**src/rtl/clk_pwr_pkg.sv**
```systemverilog
package clk_pwr_pkg;

    localparam int REG_W   = 8;
    localparam int DIV_W   = 8;
    localparam int SPD_W   = 2;
    localparam int SPD_HI  = 7;
    localparam int SPD_LO  = 6;
    localparam int XEN_BIT = 4;
    localparam int SRC_BIT = 3;

    typedef logic [SPD_W-1:0] speed_t;
    typedef logic [DIV_W-1:0] ratio_t;

    typedef enum logic [2:0] {
        ST_RING = 3'd0,
        ST_EXT  = 3'd1,
        ST_XOFF = 3'd2,
        ST_WAIT = 3'd3,
        ST_STOP = 3'd4
    } pm_state_e;

    localparam speed_t SPD_HIGH   = 2'b00;
    localparam speed_t SPD_MIDDLE = 2'b01;
    localparam speed_t SPD_LOW    = 2'b10;
    localparam speed_t SPD_DOUBLE = 2'b11;

    function automatic logic is_run(pm_state_e s);
        return (s == ST_RING) || (s == ST_EXT) || (s == ST_XOFF);
    endfunction

    function automatic ratio_t div_ratio(logic on_ring, speed_t spd);
        ratio_t r;
        case (spd)
            SPD_HIGH:   r = ratio_t'(2);
            SPD_MIDDLE: r = ratio_t'(8);
            SPD_LOW:    r = on_ring ? ratio_t'(128) : ratio_t'(8);
            default:    r = ratio_t'(1);
        endcase
        return r;
    endfunction

endpackage

```
**src/rtl/clk_pwr_fsm.sv**
```systemverilog
module clk_pwr_fsm
    import clk_pwr_pkg::*;
(
    input  logic             clk,
    input  logic             rst,
    input  logic             wr,
    input  logic [REG_W-1:0] wdata,
    input  logic             wait_req,
    input  logic             stop_req,
    input  logic             wake_irq,
    input  logic             xin_stable,
    output pm_state_e        state_q,
    output pm_state_e        run_state,
    output speed_t           spd_q,
    output logic             xin_en,
    output logic             ring_en
);
    pm_state_e save_q, state_d, save_d;
    speed_t    spd_d;
    logic      w_src_ring, w_xin_on;

    assign w_src_ring = wdata[SRC_BIT];
    assign w_xin_on   = wdata[XEN_BIT];

    function automatic pm_state_e write_target(pm_state_e cur, logic src_ring,
                                               logic xin_on, logic stable);
        pm_state_e t;
        t = cur;
        case (cur)
            ST_RING: begin
                if (!src_ring && xin_on && stable) t = ST_EXT;
                else if (src_ring && !xin_on)      t = ST_XOFF;
            end
            ST_EXT, ST_XOFF: begin
                if (src_ring && xin_on) t = ST_RING;
            end
            default: t = cur;
        endcase
        return t;
    endfunction

    always_comb begin
        state_d = state_q;
        save_d  = save_q;
        spd_d   = spd_q;
        if (is_run(state_q)) begin
            if (stop_req) begin
                save_d  = state_q;
                state_d = ST_STOP;
            end else if (wait_req) begin
                save_d  = state_q;
                state_d = ST_WAIT;
            end else if (wr) begin
                spd_d   = wdata[SPD_HI:SPD_LO];
                state_d = write_target(state_q, w_src_ring, w_xin_on, xin_stable);
            end
        end else if (wake_irq) begin
            state_d = save_q;
        end
    end

    always_ff @(posedge clk) begin
        if (rst) begin
            state_q <= ST_RING;
            save_q  <= ST_RING;
            spd_q   <= SPD_MIDDLE;
        end else begin
            state_q <= state_d;
            save_q  <= save_d;
            spd_q   <= spd_d;
        end
    end

    assign run_state = is_run(state_q) ? state_q : save_q;
    assign xin_en    = (state_q != ST_STOP) && (run_state != ST_XOFF);
    assign ring_en   = (state_q != ST_STOP);

    assert_stable_gate_R5: assert property (@(posedge clk) disable iff (rst)
        (state_q == ST_RING && !xin_stable) |=> (state_q != ST_EXT));

    assert_xoff_origin_R6: assert property (@(posedge clk) disable iff (rst)
        (state_q == ST_EXT) |=> (state_q != ST_XOFF));

    assert_stop_halts_R8: assert property (@(posedge clk) disable iff (rst)
        (is_run(state_q) && stop_req) |=> (state_q == ST_STOP && !xin_en && !ring_en));

    assert_wake_return_R7: assert property (@(posedge clk) disable iff (rst)
        (state_q == ST_WAIT && wake_irq) |=> (state_q == $past(save_q)));

    assert_idle_nowrite_R10: assert property (@(posedge clk) disable iff (rst)
        (!is_run(state_q)) |=> $stable(spd_q));

endmodule

```
**src/rtl/clk_pwr_div.sv**
```systemverilog
module clk_pwr_div
    import clk_pwr_pkg::*;
(
    input  logic   clk,
    input  logic   rst,
    input  logic   run,
    input  logic   tick,
    input  ratio_t next_ratio,
    output logic   pulse
);
    ratio_t cnt_q, act_q;
    logic   at_term;

    assign at_term = (cnt_q == act_q - ratio_t'(1));
    assign pulse   = run && tick && at_term;

    always_ff @(posedge clk) begin
        if (rst) begin
            cnt_q <= '0;
            act_q <= ratio_t'(8);
        end else if (run && tick) begin
            if (at_term) begin
                cnt_q <= '0;
                act_q <= next_ratio;
            end else begin
                cnt_q <= cnt_q + ratio_t'(1);
            end
        end
    end

    assert_ratio_hold_R9: assert property (@(posedge clk) disable iff (rst)
        (!pulse) |=> $stable(act_q));

    assert_count_bound_R9: assert property (@(posedge clk) disable iff (rst)
        (cnt_q < act_q));

endmodule

```
**src/rtl/clk_pwr_ctrl.sv**
```systemverilog
module clk_pwr_ctrl
    import clk_pwr_pkg::*;
(
    input  logic             clk,
    input  logic             rst,
    input  logic             mode_wr,
    input  logic [REG_W-1:0] mode_wdata,
    input  logic             wait_req,
    input  logic             stop_req,
    input  logic             wake_irq,
    input  logic             xin_stable,
    input  logic             xin_tick,
    input  logic             ring_tick,
    output logic             cpu_clk_en,
    output logic [2:0]       pm_state,
    output logic             xin_osc_en,
    output logic             ring_osc_en
);
    pm_state_e state_q, run_state;
    speed_t    spd_q;
    logic      on_ring, src_tick;
    logic      unused_mode_bits;

    assign unused_mode_bits = ^{mode_wdata[5], mode_wdata[2:0]};

    clk_pwr_fsm u_fsm (
        .clk        (clk),
        .rst        (rst),
        .wr         (mode_wr),
        .wdata      (mode_wdata),
        .wait_req   (wait_req),
        .stop_req   (stop_req),
        .wake_irq   (wake_irq),
        .xin_stable (xin_stable),
        .state_q    (state_q),
        .run_state  (run_state),
        .spd_q      (spd_q),
        .xin_en     (xin_osc_en),
        .ring_en    (ring_osc_en)
    );

    assign on_ring  = (run_state != ST_EXT);
    assign src_tick = on_ring ? ring_tick : xin_tick;

    clk_pwr_div u_div (
        .clk        (clk),
        .rst        (rst),
        .run        (is_run(state_q)),
        .tick       (src_tick),
        .next_ratio (div_ratio(on_ring, spd_q)),
        .pulse      (cpu_clk_en)
    );

    assign pm_state = state_q;

    assert_gated_idle_R7: assert property (@(posedge clk) disable iff (rst)
        cpu_clk_en |-> (pm_state <= 3'd2));

    assert_ext_needs_osc_R6: assert property (@(posedge clk) disable iff (rst)
        (pm_state == 3'd1) |-> xin_osc_en);

endmodule

```
**config.mk**
```make
export PLATFORM = sky130hd
export DESIGN_NAME = clk_pwr_ctrl
export DESIGN_NICKNAME = d
export VERILOG_FILES = /design/src/rtl/clk_pwr_pkg.sv /design/src/rtl/clk_pwr_fsm.sv /design/src/rtl/clk_pwr_div.sv /design/src/rtl/clk_pwr_ctrl.sv
export SDC_FILE = /design/constraint.sdc
export NUM_CORES = 1
export LEC_CHECK = 0
export ABC_CLOCK_PERIOD_IN_PS = 5600
export BUFFER_PORTS_ARGS = -buffer_cell sky130_fd_sc_hd__buf_2
export CAP_MARGIN = 30
export CELL_PAD_IN_SITES_DETAIL_PLACEMENT = 1
export CELL_PAD_IN_SITES_GLOBAL_PLACEMENT = 1
export CORE_MARGIN = 3
export CORE_UTILIZATION = 38
export CTS_CLUSTER_DIAMETER = 50
export DETAILED_ROUTE_END_ITERATION = 6
export PLACE_DENSITY = 0.78
export SYNTH_ARGS = -nofsm -noshare
export SYNTH_HDL_FRONTEND = slang
export SYNTH_SLANG_ARGS = --single-unit
```
**constraint.sdc**
```tcl
create_clock -name clk -period 5.6 [get_ports clk]
set_input_delay 0.84 -clock clk [delete_from_list [all_inputs] [get_ports clk]]
set_output_delay 0.84 -clock clk [all_outputs]
set_load 0.02 [all_outputs]
```
==> impl_metrics.csv <==
group,metric,value,unit
status,outcome,"finished, final reports clean",
logic_synthesis,synth_nets,163,
clock_tree,cts_setup_buffers,0,
global_routing,grt_max_degree,17,
logic_synthesis,ys_warn_count,0,
layout,nNetsFinal,181,
worst_hold_path,worstHoldPathType,"register to register",
sta,drv_slew,0,
sta,fmax,329,MHz
power,power.leakage,0.604,nW
place,io_buffers,18,
critical_path,start_kind,"register",
logic_synthesis,avgSynthCellArea,8.43,sq um
place,gp_congestion,0.784,
sta,fin_setup_tns,0,ns
die,die_h,62.3,um
die,die_x,62.3,um
clock_tree,clock_latency,0.30,ns
route,wl,2910,um
route,viasPerCell,5.34,
clock_tree,clk_pin_slew_worst_paths,0.11,ns
clock_tree,postCtsHoldBufs,0,
power,vdd_drop_max,117,uV
sta,period_minus_slack,3.04,ns
die,core-area,2900,sq um
route,ant_nets,0,
clock_tree,root_buffer,"clkbuf_4",
logic_synthesis,async_flop_share,0,
clock_tree,cts_resized,0,
die,num_rows,19,
sta,timing_hold_violations_final,0,
logic_synthesis,syn_area,1210,sq um
clock_tree,cts_tree,"built",
layout,n_antenna_cell,0,
clock_tree,h-tree-depth,1,
critical_path,crit_arrival,2.20,ns
route,drc,0,
sta,final-setup-viol-count,0,
global_routing,track_usage,0.160,
logic_synthesis,syn_inst,143,
route,drtPass1Iterations,4,
route,vias,1078,
clock_tree,numCtsBuffers,3,
global_routing,antenna_found_initial,0,
global_routing,grt_first_pass_wirelength,5140,um
clock_tree,clock_sinks,20,
critical_path,cp_max_fo,7,
layout,syn_to_final_growth,13.9,%
logic_synthesis,ys.flop_type,"dfxtp_1",
logic_synthesis,synthDistinctLibCells,39,
die,dieArea,3890,sq um
sta,final.period_utilization,0.543,
global_routing,grt-ovfl-total,0,
power,cellPowerDensity,284,nW/um^2
layout,finalNonFillerCells,202,
place,dp_cells,198,
power,p_total,0.390,mW
die,io_pins,23,
logic_synthesis,synth_edf_count,0,
route,wl_per_cell,14.4,um
layout,drive_above_1_share,0.163,
flow_run,maxCapViolCount,0,
sta,rsz0062_at_grt,"no",
die,start_util,0.416,
sta,setup_ws,2.56,ns
route,drtIter0Drc,30,
place,place_ws,2.87,ns
clock_tree,cts_max_path_buffers,2,
critical_path,crit_required,4.76,ns
sta,tightest_slew,0.600,ns
logic_synthesis,yosysSeqAreaShare,0.332,
sta,relSlewSlack,0.599,
global_routing,first_global_vias,1155,
logic_synthesis,ys_ff_latch,20,
place,place_hpwl,2250,um
place,place_area,1320,sq um
layout,design_area,1370,sq um
critical_path,timing_worst_setup_path_type,"register to primary output",
critical_path,end_kind,"primary output",
sta,finalClockSkew,0.00769,ns
==> path summary, 6_finish.rpt <==
check        slack, ns  cells past startpoint        endpoint           start
max reg2reg       3.38                      8  u_div.act_q[1]  u_div.act_q[0]
min               0.50                      2  u_div.act_q[1]  u_div.act_q[1]
min reg2reg       0.50                      2  u_div.act_q[1]  u_div.act_q[1]
max               2.56                      8      cpu_clk_en  u_div.act_q[0]
==> layout make-up <==
class	instances	area, sq um
clock buffers	3	22.5
clock inverters	1	30.0
fillers	384	1530
inverters	6	22.5
multi-input cells	112	756
flip-flops and latches	20	400
well taps	42	52.6
repair buffers	18	90.1
==> state kept, by name, summed over array words and instances, names as in the netlist <==
signal	cells
u_div.cnt_q	8
u_div.act_q	4
u_fsm.save_q	3
u_fsm.state_q	3
u_fsm.spd_q	2
==> where the power goes <==
group          switching (mW)  internal (mW)  leakage, nW
combinational          0.0556         0.0421        0.413
sequential             0.0218          0.152        0.163
clock                  0.0459         0.0722       0.0279
==> stage by stage <==
stage | util | hold WS (ns)
CTS | 0.474 | 0.500
detailed placement | 0.456 | 0.483
global placement | 0.456 | 0.466
floorplan | - | 0.445
global route | 0.474 | 0.539
finish | 0.474 | 0.495
==> metal layers <==
layer / global-route usage / routed length, um
met4: 0.0661 / 61
met3: 0.0450 / 125
met1: 0.189 / 1330
met5: 0 / 0
met2: 0.272 / 1390
==> Yosys cell counts, types with 2 or more instances <==
library cell	instances	share of area
or3_1	3	0.016
o21ai_0	2	0.0083
nand2_1	12	0.037
xor2_1	6	0.044
o211a_1	3	0.025
mux2i_1	7	0.058
nand2b_1	5	0.026
xnor2_1	7	0.051
nor3_1	6	0.025
clkbuf_1	2	0.0062
and3_1	2	0.010
ha_1	3	0.031
o22ai_1	2	0.010
o221ai_1	2	0.015
nand3_1	5	0.021
o21a_1	2	0.012
nand3b_1	3	0.019
inv_1	6	0.019
nor2b_1	2	0.010
nor2_1	17	0.053
a21oi_1	8	0.033
dfxtp_1	20	0.33
nor3b_1	2	0.012
==> logic make-up after synthesis <==
logic type	after synthesis	synth area share
flip-flops	20	0.332
buffers and inverters	11	0.0415
XOR/XNOR	13	0.0944
multiplexers	8	0.0674
AND/OR/NAND/NOR	64	0.297
AO/OA/AOI/OAI	24	0.137
adder cells (fa/ha/maj)	3	0.0311
==> cell usage in the layout, fill, tap and decap left out, drive strengths merged <==
cell type	Yosys	final
dfxtp	20	20
buf	3	18
nor2	17	17
nand2	12	12
a21oi	9	9
xnor2	7	7
mux2i	7	7
xor2	6	6
nor3	6	6
inv	6	6
nand3	5	5
nand2b	5	5
or3	3	3
nand3b	3	3
o211a	3	3
ha	3	3
clkbuf	2	3
nor3b	2	2
o22ai	2	2
and3	2	2
o21a	2	2
nor2b	2	2
o221ai	2	2
o21ai	2	2
nor4	2	2
nand4	2	2
o22a	1	1
a21o	1	1
a31oi	1	1
a31o	1	1
and2	1	1
nand4bb	1	1
mux2	1	1
and4	1	1
bufinv	0	1
==> worst max-delay path: stages (launching register included) <==
cell and delay, ns:
dfxtp_1 0.39, inv_1 0.07, ha_1 0.22, ha_1 0.29, xnor2_1 0.16, nor4_4 0.32
nand4_4 0.20, inv_1 0.08, buf_2 0.16
No activity file was read; power rests on OpenSTA's default activity.
